### src/rtl/cx_pkg.sv
package cx_pkg;
  localparam int INSTR_W = 32;
  localparam int REG_W   = 5;
  localparam int IMM_W   = 16;
  localparam int OPC_W   = 6;

  localparam logic [OPC_W-1:0] OPC_REG   = 6'd0;
  localparam logic [OPC_W-1:0] OPC_ADDI  = 6'd8;
  localparam logic [OPC_W-1:0] OPC_SLTI  = 6'd10;
  localparam logic [OPC_W-1:0] OPC_ANDI  = 6'd12;
  localparam logic [OPC_W-1:0] OPC_ORI   = 6'd13;
  localparam logic [OPC_W-1:0] OPC_XORI  = 6'd14;
  localparam logic [OPC_W-1:0] OPC_LUI   = 6'd15;
  localparam logic [OPC_W-1:0] OPC_LOAD  = 6'd35;
  localparam logic [OPC_W-1:0] OPC_STORE = 6'd43;

  localparam logic [OPC_W-1:0] FN_ADD = 6'd32;
  localparam logic [OPC_W-1:0] FN_SUB = 6'd34;
  localparam logic [OPC_W-1:0] FN_AND = 6'd36;
  localparam logic [OPC_W-1:0] FN_OR  = 6'd37;
  localparam logic [OPC_W-1:0] FN_XOR = 6'd38;
  localparam logic [OPC_W-1:0] FN_NOR = 6'd39;
  localparam logic [OPC_W-1:0] FN_SLT = 6'd42;

  typedef enum logic [2:0] {
    ALU_ADD, ALU_SUB, ALU_AND, ALU_OR, ALU_XOR, ALU_NOR, ALU_SLT, ALU_LUI
  } alu_op_e;

  typedef struct packed {
    alu_op_e          op;
    logic             use_imm;
    logic             imm_sext;
    logic [REG_W-1:0] dest;
    logic             wr_en;
    logic             load;
    logic             store;
    logic             illegal;
  } dec_t;
endpackage

### src/rtl/cx_decode.sv
module cx_decode
  import cx_pkg::*;
(
  input  logic [INSTR_W-1:0] instr,
  output dec_t               dec,
  output logic [IMM_W-1:0]   imm
);
  logic [OPC_W-1:0] opc;
  logic [OPC_W-1:0] fn;
  logic [REG_W-1:0] rt_idx;
  logic [REG_W-1:0] rd_idx;

  assign opc    = instr[31:26];
  assign rt_idx = instr[20:16];
  assign rd_idx = instr[15:11];
  assign fn     = instr[5:0];
  assign imm    = instr[15:0];

  always_comb begin
    dec          = '0;
    dec.op       = ALU_ADD;
    dec.dest     = rt_idx;
    dec.wr_en    = 1'b1;
    dec.use_imm  = 1'b1;
    dec.imm_sext = 1'b1;
    unique case (opc)
      OPC_REG: begin
        dec.dest    = rd_idx;
        dec.use_imm = 1'b0;
        unique case (fn)
          FN_ADD:  dec.op = ALU_ADD;
          FN_SUB:  dec.op = ALU_SUB;
          FN_AND:  dec.op = ALU_AND;
          FN_OR:   dec.op = ALU_OR;
          FN_XOR:  dec.op = ALU_XOR;
          FN_NOR:  dec.op = ALU_NOR;
          FN_SLT:  dec.op = ALU_SLT;
          default: dec.illegal = 1'b1;
        endcase
      end
      OPC_ADDI: dec.op = ALU_ADD;
      OPC_SLTI: dec.op = ALU_SLT;
      OPC_ANDI: begin dec.op = ALU_AND; dec.imm_sext = 1'b0; end
      OPC_ORI:  begin dec.op = ALU_OR;  dec.imm_sext = 1'b0; end
      OPC_XORI: begin dec.op = ALU_XOR; dec.imm_sext = 1'b0; end
      OPC_LUI:  dec.op = ALU_LUI;
      OPC_LOAD:  begin dec.wr_en = 1'b0; dec.load  = 1'b1; end
      OPC_STORE: begin dec.wr_en = 1'b0; dec.store = 1'b1; end
      default:  dec.illegal = 1'b1;
    endcase
    if (dec.illegal) begin
      dec.wr_en = 1'b0;
      dec.load  = 1'b0;
      dec.store = 1'b0;
    end
  end
endmodule

### src/rtl/cx_datapath.sv
module cx_datapath
  import cx_pkg::*;
#(
  parameter int XLEN = 32
) (
  input  alu_op_e           op,
  input  logic              use_imm,
  input  logic              imm_sext,
  input  logic [IMM_W-1:0]  imm,
  input  logic [XLEN-1:0]   rs_val,
  input  logic [XLEN-1:0]   rt_val,
  output logic [XLEN-1:0]   result
);
  localparam int EXT_W = XLEN - IMM_W;

  logic [XLEN-1:0] imm_ext;
  logic [XLEN-1:0] opb;
  logic [XLEN-1:0] opb_adj;
  logic [XLEN-1:0] sum;
  logic            is_sub;
  logic            lt;

  assign imm_ext = imm_sext ? {{EXT_W{imm[IMM_W-1]}}, imm} : {{EXT_W{1'b0}}, imm};
  assign opb     = use_imm ? imm_ext : rt_val;
  assign is_sub  = (op == ALU_SUB);
  assign opb_adj = is_sub ? ~opb : opb;
  assign sum     = rs_val + opb_adj + {{(XLEN-1){1'b0}}, is_sub};
  assign lt      = $signed(rs_val) < $signed(opb);

  always_comb begin
    unique case (op)
      ALU_ADD, ALU_SUB: result = sum;
      ALU_AND: result = rs_val & opb;
      ALU_OR:  result = rs_val | opb;
      ALU_XOR: result = rs_val ^ opb;
      ALU_NOR: result = ~(rs_val | opb);
      ALU_SLT: result = {{(XLEN-1){1'b0}}, lt};
      ALU_LUI: result = {imm, {EXT_W{1'b0}}};
      default: result = '0;
    endcase
  end

  always_comb begin
    if (op == ALU_SLT) begin
      AST_SLT_IS_BOOL: assert (result[XLEN-1:1] == '0);
    end
    if (op == ALU_LUI) begin
      AST_LUI_LOW_CLEAR: assert (result[EXT_W-1:0] == '0);
    end
  end
endmodule

### src/rtl/cx_stage.sv
module cx_stage
  import cx_pkg::*;
#(
  parameter int XLEN = 32
) (
  input  logic             clk,
  input  logic             rst_n,
  input  logic             in_valid,
  output logic             in_ready,
  input  dec_t             dec,
  input  logic [XLEN-1:0]  result,
  output logic             out_valid,
  input  logic             out_ready,
  output logic [XLEN-1:0]  out_result,
  output logic [REG_W-1:0] out_dest,
  output logic             out_wr_en,
  output logic             out_load,
  output logic             out_store,
  output logic             out_illegal
);
  logic take;

  assign in_ready = !out_valid || out_ready;
  assign take     = in_valid && in_ready;

  always_ff @(posedge clk or negedge rst_n) begin
    if (!rst_n)         out_valid <= 1'b0;
    else if (take)      out_valid <= 1'b1;
    else if (out_ready) out_valid <= 1'b0;
  end

  always_ff @(posedge clk) begin
    if (take) begin
      out_result  <= result;
      out_dest    <= dec.dest;
      out_wr_en   <= dec.wr_en;
      out_load    <= dec.load;
      out_store   <= dec.store;
      out_illegal <= dec.illegal;
    end
  end

  AST_STALL_HOLDS: assert property (@(posedge clk) disable iff (!rst_n)
    out_valid && !out_ready |=> out_valid && $stable(out_result) && $stable(out_dest)
      && $stable(out_wr_en) && $stable(out_illegal));
  AST_ILLEGAL_QUIET: assert property (@(posedge clk) disable iff (!rst_n)
    out_valid && out_illegal |-> !out_wr_en && !out_load && !out_store);
  AST_ONE_ACTION: assert property (@(posedge clk) disable iff (!rst_n)
    out_valid |-> $onehot0({out_wr_en, out_load, out_store}));
  AST_DRAIN_EMPTIES: assert property (@(posedge clk) disable iff (!rst_n)
    out_valid && out_ready && !in_valid |=> !out_valid);
endmodule

### src/rtl/cx_exec.sv
module cx_exec
  import cx_pkg::*;
#(
  parameter int XLEN = 32
) (
  input  logic             clk,
  input  logic             rst_n,
  input  logic             in_valid,
  output logic             in_ready,
  input  logic [31:0]      in_instr,
  input  logic [XLEN-1:0]  in_rs_val,
  input  logic [XLEN-1:0]  in_rt_val,
  output logic             out_valid,
  input  logic             out_ready,
  output logic [XLEN-1:0]  out_result,
  output logic [4:0]       out_dest,
  output logic             out_wr_en,
  output logic             out_load,
  output logic             out_store,
  output logic             out_illegal
);
  dec_t             dec;
  logic [IMM_W-1:0] imm;
  logic [XLEN-1:0]  result;

  cx_decode u_decode (
    .instr (in_instr),
    .dec   (dec),
    .imm   (imm)
  );

  cx_datapath #(.XLEN(XLEN)) u_datapath (
    .op       (dec.op),
    .use_imm  (dec.use_imm),
    .imm_sext (dec.imm_sext),
    .imm      (imm),
    .rs_val   (in_rs_val),
    .rt_val   (in_rt_val),
    .result   (result)
  );

  cx_stage #(.XLEN(XLEN)) u_stage (
    .clk         (clk),
    .rst_n       (rst_n),
    .in_valid    (in_valid),
    .in_ready    (in_ready),
    .dec         (dec),
    .result      (result),
    .out_valid   (out_valid),
    .out_ready   (out_ready),
    .out_result  (out_result),
    .out_dest    (out_dest),
    .out_wr_en   (out_wr_en),
    .out_load    (out_load),
    .out_store   (out_store),
    .out_illegal (out_illegal)
  );
endmodule

### config.mk
export PLATFORM = sky130hd
export DESIGN_NAME = cx_exec
export DESIGN_NICKNAME = d
export VERILOG_FILES = /design/src/rtl/cx_pkg.sv /design/src/rtl/cx_decode.sv /design/src/rtl/cx_datapath.sv /design/src/rtl/cx_stage.sv /design/src/rtl/cx_exec.sv
export SDC_FILE = /design/constraint.sdc
export NUM_CORES = 1
export LEC_CHECK = 0
export BUFFER_PORTS_ARGS = -buffer_cell sky130_fd_sc_hd__buf_4
export CAP_MARGIN = 20
export CELL_PAD_IN_SITES_DETAIL_PLACEMENT = 2
export CELL_PAD_IN_SITES_GLOBAL_PLACEMENT = 2
export CORE_ASPECT_RATIO = 1.5
export CORE_MARGIN = 5
export CORE_UTILIZATION = 37
export CTS_BUF_LIST = sky130_fd_sc_hd__clkbuf_2 sky130_fd_sc_hd__clkbuf_4 sky130_fd_sc_hd__clkbuf_8
export CTS_CLUSTER_DIAMETER = 30
export DETAILED_ROUTE_END_ITERATION = 8
export PLACE_DENSITY_LB_ADDON = 0.1
export SYNTH_ARGS = -nofsm -noshare
export SYNTH_HDL_FRONTEND = slang
export SYNTH_SLANG_ARGS = --single-unit
### constraint.sdc
create_clock -name clk -period 4.5 [get_ports clk]
set_input_delay 0.45 -clock clk [delete_from_list [all_inputs] [get_ports clk]]
set_output_delay 0.45 -clock clk [all_outputs]
set_load 0.01 [all_outputs]
# Word-level counts from Yosys, hierarchy flattened
# Index checks and enable logic that the tools add are counted.
dict set report classes {
  n_bitwise 5
  reduce_logical 11
  n_div 0
  n_mul 0
  n_mux 14
  shifts 0
  n_eq_ne 22
  n_addsub 2
  n_lt_le_gt_ge 1
}
# op n
set ops {}
lappend ops {{$pmux W32 S7} 1}
lappend ops {{$mux W32} 3}
lappend ops {{$not A32 Y32} 2}
lappend ops {{$eq A6 B6 Y1 const B} 9}
lappend ops {{$eq A6 B4 Y1 const B} 6}
lappend ops {{$pmux W3 S6} 2}
lappend ops {{$add A32 B1 Y32} 1}
lappend ops {{$add A32 B32 Y32} 1}
lappend ops {{$and A32 B32 Y32} 1}
lappend ops {{$lt A32 B32 Y1} 1}
lappend ops {{$or A32 B32 Y32} 1}
lappend ops {{$xor A32 B32 Y32} 1}
lappend ops {{$eq A3 B3 Y1 const B} 4}
lappend ops {{$reduce_or A8 Y1} 1}
lappend ops {{$reduce_or A7 Y1} 1}
lappend ops {{$eq A3 B2 Y1 const B} 2}
lappend ops {{$logic_not A6 Y1} 1}
lappend ops {{$mux W1} 6}
lappend ops {{$mux W5} 1}
lappend ops {{$reduce_or A2 Y1} 2}
lappend ops {{$eq A3 B1 Y1 const B} 1}
lappend ops {{$logic_not A3 Y1} 1}
lappend ops {{$reduce_or A3 Y1} 1}
lappend ops {{$pmux W1 S2} 1}
lappend ops {{4 further kinds} 4}
dict set report totals {
  latch_bits 0
  wordCells 62
  memories 0
  inputBits 100
  mem_bits_rw 0
  mem_bits_ro 0
  register_bits 42
  out_inout_bits 43
}

# Longest topological paths before layout
# Gate-level depths: netlist (run 1).
dict set report depth {
  depth_word 9
  mapped_depth 20
  mapped_depth_nobuf 16
}

# Cells and area by module
# A second synthesis (run 1) with hierarchy kept.
dict set report hier_totals {
  cells_unflattened 841
  area_unflattened_um2 7053.0
}
# mod cells_each seq_area_each_um2 n_inst area_each_um2
set modules_own_cells {}
lappend modules_own_cells {cx_datapath 731 0.0 1 5303.8}
lappend modules_own_cells {cx_stage 45 1256.2 1 1285.0}
lappend modules_own_cells {cx_decode 65 0.0 1 464.2}

# Worst setup path before layout (run 1)
# Ideal clock, no wire load.
dict set report synth_timing {
  kind {input to register}
  from {input in_instr[29]}
  to {register u_stage.out_result[30], data pin}
  setup_slack_ps -356
  required_time_ps 4229
  cell_stages 18
  setup_time_ps 271
  arrival_time_ps 4585
  n_path_buf 3
  path_cell_list {buf_2 > or3_4 > nor3_4 > buf_1 > buf_2 > nor2_1 > a21oi_1 > xnor2_1 > fa_1 > a21o_1 > a221oi_1 > o21ai_1 > nand3_1 > a2bb2oi_1 > a21oi_1 > a311oi_1 > xor2_1 > o211ai_1}
}
dict set report synth_via {
  elab_chain_len 9
  elab_cells_between_ends 28
  classes_between {add/sub (2); eq/ne (12); mux (5); bitwise (5); reduce/logical (4)}
}
# element line
set synth_rtl {}
lappend synth_rtl {{from (decl)} cx_exec.sv:10} ;# input logic [31:0] in_instr,
lappend synth_rtl {{branches (longest 8 deep; another with $add A32 B32 Y32)} --}
lappend synth_rtl {{$pmux W32 S7 (*)} cx_datapath.sv:31} ;# unique case (op)
lappend synth_rtl {{net result[30]} cx_exec.sv:24} ;# logic [XLEN-1:0] result;
lappend synth_rtl {{to (signal assigned)} cx_stage.sv:34} ;# out_result <= result;
lappend synth_rtl {{to (decl)} cx_stage.sv:14} ;# output logic [XLEN-1:0] out_result,
# Mark *: on every way through the listed nets, which the timed path passes.
# A chain may end at the register's enable or synchronous reset.

# Final worst setup path (run 1)
dict set report layout_timing {
  from {input in_instr[4]}
  to {register u_stage.out_result[28], data pin}
}
dict set report layout_via {
  elab_chain_len 8
  elab_cells_between_ends 24
  classes_between {add/sub (2); eq/ne (13); mux (6); bitwise (1); reduce/logical (2)}
}
# element line
set layout_rtl {}
lappend layout_rtl {{$eq A6 B6 Y1} cx_decode.sv:30} ;# unique case (fn)
lappend layout_rtl {{$pmux W3 S6} cx_decode.sv:30}
lappend layout_rtl {{$pmux W3 S6} cx_decode.sv:26} ;# unique case (opc)
lappend layout_rtl {{$eq A3 B1 Y1} {cx_datapath.sv:25, cx_datapath.sv:31}}
lappend layout_rtl {{$mux W32} cx_datapath.sv:26} ;# assign opb_adj = is_sub ? ~opb : opb;
lappend layout_rtl {{$add A32 B32 Y32} cx_datapath.sv:27} ;# assign sum = rs_val + opb_adj + {{(XLEN-1){1'b0}}, is_sub};
lappend layout_rtl {{$add A32 B1 Y32} cx_datapath.sv:27}
lappend layout_rtl {{$pmux W32 S7 (*)} cx_datapath.sv:31}
lappend layout_rtl {{net result[28]} cx_exec.sv:24}
# Mark *: on every way through the listed nets, which the timed path passes. The rest lies on a longest branch.

==> results of run 1 <==
-- cell type report --
| cell class | instances | share of cell area |
|---|---|---|
| clock inverter | 2 | 0.000943 |
| multi-input combinational | 687 | 0.575 |
| tap | 252 | 0.0339 |
| clock buffer | 6 | 0.00822 |
| inverter | 83 | 0.0335 |
| sequential | 42 | 0.135 |
| timing repair buffer | 257 | 0.213 |
-- cells by family after synthesis --
| kind of cell | after synthesis | share of synthesized area |
|---|---|---|
| flops | 42 | 0.178 |
| compound gates | 269 | 0.248 |
| xor+xnor | 58 | 0.0721 |
| buf+inv | 129 | 0.0700 |
| simple gates | 187 | 0.131 |
| mux | 24 | 0.0352 |
| fa+ha+maj | 149 | 0.266 |
-- sequential cells by signal (all words and copies together), names as in the netlist --
signal               count
u_stage.out_valid        1
u_stage.out_result      32
u_stage.out_illegal      1
u_stage.out_wr_en        1
u_stage.out_dest         5
u_stage.out_load         1
u_stage.out_store        1
-- worst max-delay path by stage --
stage	from	to	slack [ns]	depth (start not counted)
global route	in_instr[4]	u_stage.out_result[28]	0.05	20
finish	in_instr[4]	u_stage.out_result[28]	0.19	20
detailed placement	in_instr[4]	u_stage.out_result[28]	-0.22	20
global placement	in_instr[31]	u_stage.out_result[30]	0.08	17
floorplan	in_instr[27]	u_stage.out_result[30]	0.07	19
CTS	in_instr[4]	u_stage.out_result[11]	0.1	17
-- report_power, final --
group	total [mW]	switching (mW)	leakage (nW)	internal, mW
sequential	0.512	0.0154	0.401	0.497
clock	0.290	0.176	0.0460	0.114
combinational	1.08	0.602	3.96	0.478
total	1.88	0.794	4.41	1.09
-- metal layers --
metal,vias up,track usage,share of wire
li1,3521,-,-
met1,3833,0.296,0.35
met2,246,0.616,0.56
met3,106,0.0518,0.041
met4,0,0.171,0.053
met5,-,0,0
-- timing repair --
action	4_1_cts	5_1_grt
resized for setup	0	2
hold buffers	1	0
endpoints found under the setup margin	0	4
endpoints found under the hold margin	1	0
-- cell usage in the layout (no fill, tap or decap), types with 3 or more instances in the layout --
cell	n
inv_1	83
nand2b_1	7
o21ai_1	29
a222oi_1	3
edfxtp_1	41
a221oi_1	20
a211oi_1	8
nand3_1	10
ha_1	148
and2_1	3
o21a_1	8
o21bai_1	9
nand2_1	67
xnor2_1	47
buf_4	253
a22o_1	11
o2111ai_1	4
a21oi_1	80
nor3_1	12
nor2_1	39
nor2b_1	6
or3_1	3
nor4_1	7
mux2i_1	17
mux2_2	6
nand4_1	11
o22ai_1	15
xor2_1	11
o21ai_0	30
o211ai_1	6
clkbuf_8	5
a21o_1	18
==> summary.txt, run 1 <==
Run status
  • Outcome: finished clean

Critical path
  • CP bufs+invs: 5
  • Slowest stage delay, CP: around 0.36 ns
  • Kind of critical path: in2reg
  • CP top delay family: simple AND/OR/NAND/NOR gates
  • Reg2reg end: u_stage.out_result[14]
  • Worst EP arrival: roughly 4.4 ns
  • R2r startpoint: u_stage.out_valid
  • CP Data Required Time: 4.59 ns
  • Slowest cell on the critical path: or3_1
  • Crit-path cells: buf_4 > nor4b_2 > buf_4 > nand2_1 > o22a_1 > and3_2 > buf_12 > xnor2_1 > ha_1 > nand2_1 > or3_1 > o21ai_1 > nand3_1 > a2bb2oi_2 > buf_4 > a211oi_1 > buf_4 > nor2_1 > mux2i_1 > o221ai_1
  • Worst-path fanout max: 11
  • Most used cell, CP: buf_4
  • FF-to-FF path depth: 3
  • Worst R2R Setup Slack: around 2.8 ns
  • Crit start category: input port
  • CP endpoint kind: register

Route
  • Drt initial violations: 339
  • Vias: 7706
  • Post-DRT Antenna Nets: 0
  • 1st-pass router iterations: 5
  • Average wire per standard cell: around 26 um
  • DR vias/cell: 5.80
  • Final wirelength: 34400 um
  • Residual DRC: 0

Synthesis
  • Post-synthesis average cell area: 8.21 um2
  • FF+latch count, synth: 42
  • Post-synthesis sequential area ratio: 0.178
  • Mapped Nets: around 1100
  • Post-synthesis cell type count: 69
  • Top post-synthesis cells by area: ha_1 (26%), edfxtp_1 (17%), xnor2_1 (5.8%)
  • Share of the synthesized area in the top cell type: 0.263
  • Most frequent cells after synthesis: ha_1 (148), inv_1 (83), a21oi_1 (81)
  • Ys async rst share: 0.0238
  • Area leader, netlist: ha_1
  • Cell with the most instances after synthesis: ha_1
  • Syn Std Cell Area: 0.00704 mm2
  • Mapped Cells: 858
  • Post-synth EDFFs: 41
  • Dominant synthesized flop cell: edfxtp_1
  • Synthesis warning total: 0

Place
  • DP HPWL: 28300 um
  • DP Cell Count: 1319
  • Pre-CTS setup slack: -0.216 ns
  • Placer's final routability congestion estimate: around 0.9
  • Post-placement cell area: 0.00915 mm2
  • Port Buffers: between 100 and 150

Clocking
  • H-tree levels: 2
  • Clk slew on worst S/H paths: around 0.11 ns
  • Clock Tree Root: clkbuf_8
  • CTS tree: yes
  • CTS max path bufs: 2
  • Setup Fix Bufs, Post-CTS: 0
  • # clock sinks: 42
  • CTS buffer count: 5
  • Clk Latency, worst-skew pair: 0.35 ns

Power
  • Pwr dens: 203 mW/mm2
  • LEAKAGE: 4.41 nW
  • Worst vdd ir: 0.118 mV
  • Tot Pwr: ~1.9 mW

Floorplan
  • IO Pins: roughly 140
  • Die width: approximately 120 um
  • Die Span Y: 179 um
  • Number of core rows: between 60 and 70
  • Initial Util: 0.378
  • Die Area: roughly 0.022 mm2
  • Core outline area: 0.0186 mm2

Timing
  • Worst-Margin Slew: 0.951 ns
  • Relative slew margins: 0.361
  • Final setup fails: 0
  • Setup tns final: 0 ns
  • Fin crit share: 0.959
  • Max-slew violation count: 0
  • Skew final: approximately 0.019 ns
  • RSZ-0062 raised after global routing: no
  • Final setup margin: around 0.19 ns
  • Crit path time final: 4.31 ns
  • Fmax: 232 MHz
  • WHS: 0.326 ns
  • Final hold vios: 0

Min path
  • Worst min path class: in2reg
  • Worst min-delay path startpoint: in_valid
  • Hold depth: 2
  • Min-Delay Endpoint: u_stage.out_valid

Flow run
  • Max Cap Viol: 0

Finish
  • Post-route cell area: slightly above 0.009 mm2
  • Synth-to-layout area growth: 31.9%
  • Layout Cells excl Fill: 1329
  • Filler cell count: between 2000 and 2500
  • Layout cell share with drive strength beyond 1: 0.267
  • Register Area: 0.00126 mm2
  • Multi-input logic area: 0.00534 mm2
  • Final core occ: 0.499
  • Final nets: between 1000 and 1500
  • # diodes: 0

Global routing
  • First-pass GRT wire length: around 52000 um
  • Initial antenna violation count: 0
  • Vias in the first global route: between 9000 and 10000
  • Total grt overflow: 0
  • Total Routing Usage GR: 0.311
  • Pin count of the biggest net entering global routing: 42
No activity file was read; power rests on OpenSTA's default activity.
==> run 2: changes to the inputs <==
- CTS_BUF_LIST: sky130_fd_sc_hd__clkbuf_2 sky130_fd_sc_hd__clkbuf_4 sky130_fd_sc_hd__clkbuf_8 -> sky130_fd_sc_hd__clkbuf_4
- PLACE_DENSITY: default -> 0.95
- PLACE_DENSITY_LB_ADDON: 0.1 -> default
==> run 2 against run 1 <==
  * Largest cell class unchanged
  * Sequential share of layout area grew 0.099 points
  * Clock-buffer cell count is 1 higher
  * Non-clock buffer count is 9 lower
  * Fmax fell by 7.1%
  * Die area unchanged
  * Clock power decreased by 18%
  * Cell count shrank 0.68%
  * Wire length up 21%
  * The flow now finishes with violations (setup timing)
  * Clock skew grew 0.0034 ns
  * Worst hold slack worse by 0.091 ns
  * Critical path depth fell by 3
  * Register-to-register slack got worse by 0.06 ns
==> summary.txt, run 2 (synthesis gave the netlist of run 1 again) <==
Run status
  • Outcome: finished, violations left
  • Violated checks: setup timing

Global routing
  • Total grt overflow: 0
  • Pin count of the biggest net entering global routing: 42
  • Total Routing Usage GR: 0.347
  • Vias in the first global route: 9555
  • Initial antenna violation count: 2
  • First-pass GRT wire length: around 57000 um

Floorplan
  • Number of core rows: 61
  • Die width: 123 um
  • Initial Util: 0.378
  • IO Pins: between 100 and 150
  • Core outline area: 0.0186 mm2
  • Die Area: 0.0220 mm2
  • Die Span Y: 179 um

Power
  • LEAKAGE: 4.36 nW
  • Worst vdd ir: 0.114 mV
  • Pwr dens: 210 mW/mm2

Finish
  • Number of flip-flops in the largest register: 32
  • Synth-to-layout area growth: 30.9%
  • Final core occ: 0.495
  • Top reg by flops: u_stage.out_result
  • Filler cell count: 2093
  • Commonest non-fill, non-tap cells in the layout: buf_4 (243), ha_1 (147), inv_1 (83)
  • Most common cell after layout, fill and taps aside: buf_4
  • Layout cell share with drive strength beyond 1: 0.267
  • Largest regs: u_stage.out_result x32, u_stage.out_dest x5
  • Final nets: between 1000 and 1500

Timing
  • Max-slew violation count: 0
  • Final hold vios: 0
  • Skew final: 0.0220 ns
  • Relative slew margins: 0.282
  • Worst-Margin Slew: 1.07 ns
  • Final setup fails: 1
  • Crit path time final: 4.64 ns
  • WHS: 0.235 ns
  • Fmax: 215 MHz
  • Fin crit share: 1.03
  • Final setup margin: -0.145 ns

Clocking
  • Clk slew on worst S/H paths: 0.17 ns
  • H-tree levels: 2
  • CTS tree: yes
  • # clock sinks: 42
  • Clock Tree Root: clkbuf_4
  • Clk Latency, worst-skew pair: 0.44 ns
  • CTS buffer count: 5
  • CTS max path bufs: 2

Route
  • Average wire per standard cell: 31.5 um
  • Drt initial violations: around 600
  • Residual DRC: 0
  • Final wirelength: 41600 um
  • 1st-pass router iterations: 7
  • Vias: about 8500
  • Post-DRT Antenna Nets: 0
  • DR vias/cell: ~6.4

Place
  • Placer's final routability congestion estimate: 0.952
  • DP HPWL: slightly above 30000 um
  • Port Buffers: 137

Critical path
  • R2r startpoint: u_stage.out_valid
  • FF-to-FF path depth: 3
  • Worst EP arrival: 4.77 ns
  • Slowest stage delay, CP: 0.67 ns
  • Kind of critical path: in2reg
  • Worst R2R Setup Slack: 2.69 ns
  • Slowest cell on the critical path: xnor2_1
  • Crit-path cells: buf_4 > nor4_2 > nand2_1 > o31ai_4 > and3_2 > buf_12 > xnor2_1 > ha_1 > buf_4 > a21o_1 > a31oi_1 > o21ai_0 > a221o_1 > nand2_1 > nand3b_1 > xnor2_1 > a221oi_1
  • Crit start category: input port
  • Worst-path fanout max: 11
  • CP bufs+invs: 3
  • Reg2reg end: u_stage.out_result[19]
  • CP top delay family: compound AO/OA/AOI/OAI gates
  • CP endpoint kind: register
  • CP Data Required Time: 4.63 ns

Min path
  • Min-Delay Endpoint: u_stage.out_valid
  • Worst min-delay path startpoint: in_valid
  • Worst min path class: in2reg
  • Hold depth: 2

Flow run
  • Max Cap Viol: 0
## run 2: cell count changes in the layout (fill, tap and decap cells not counted), sizes merged
cell / change
diode: +1
buf: -9
clkbuf: +1
clkinv: -2
## run 2: repair_timing
item / CTS / global route
setup endpoints to repair: 0 / 8
buffers inserted: 0 / 1
hold buffers: 1 / 0
gates resized for setup: 0 / 7
hold endpoints to repair: 1 / 0
## run 2: per-stage QoR
step                      instances  cell area (um2)  setup TNS, ns  setup WS (ns)  total power [mW]
after floorplan                 858             7060              0         0.0699              1.06
after global placement         1308             9070              0          0.112              1.48
after detailed placement       1308             9070          -1.48         -0.294              1.62
after CTS                      1316             9130              0         0.0747              1.87
after global routing           1320             9220         -0.644         -0.265              2.00
final                          1320             9220         -0.145         -0.145              1.94
## run 2: area by class of cell
| class | instances | area (um2) | share of cell area |
|---|---|---|---|
| Inverter | 83 | 312 | 0.0338 |
| Timing Repair Buffer | 248 | 1910 | 0.207 |
| Multi-Input combinational cell | 687 | 5370 | 0.582 |
| Antenna cell | 1 | 2.50 | 0.000271 |
| Clock buffer | 7 | 52.6 | 0.00570 |
| Sequential cell | 42 | 1260 | 0.136 |
| Tap cell | 252 | 315 | 0.0342 |
## run 2: report_power, final
| group | leakage [nW] | internal [mW] | total [mW] | switching (mW) |
|---|---|---|---|---|
| sequential | 0.401 | 0.498 | 0.517 | 0.0192 |
| combinational | 3.92 | 0.474 | 1.18 | 0.706 |
| clock | 0.0322 | 0.0712 | 0.239 | 0.168 |
## run 2: worst register-to-register path, stage by stage, from the launching register on
cell and delay, ns:
dfrtp_1 0.44, nand2b_1 0.15, and2_2 0.63, buf_16 0.26
## run 2: routing by layer
| metal | vias to the layer above | wire, um | share of wire | track usage |
|---|---|---|---|---|
| met3 | 229 | 2320 | 0.056 | 0.0530 |
| met1 | 4231 | 14000 | 0.34 | 0.337 |
| met4 | 2 | 3550 | 0.085 | 0.253 |
| li1 | 3511 | - | - | - |
| met5 | - | 13 | 0.00031 | 0 |
| met2 | 511 | 21700 | 0.52 | 0.653 |
## run 2: worst max path at each step
stage,from,to,slack (ns),depth (start not counted)
finish,in_instr[26],u_stage.out_result[15],-0.14,17
floorplan,in_instr[27],u_stage.out_result[30],0.07,19
global placement,in_instr[4],u_stage.out_result[30],0.11,19
CTS,in_instr[4],u_stage.out_result[26],0.07,18
detailed placement,in_instr[4],u_stage.out_result[26],-0.29,18
global route,in_instr[26],u_stage.out_result[15],-0.27,16
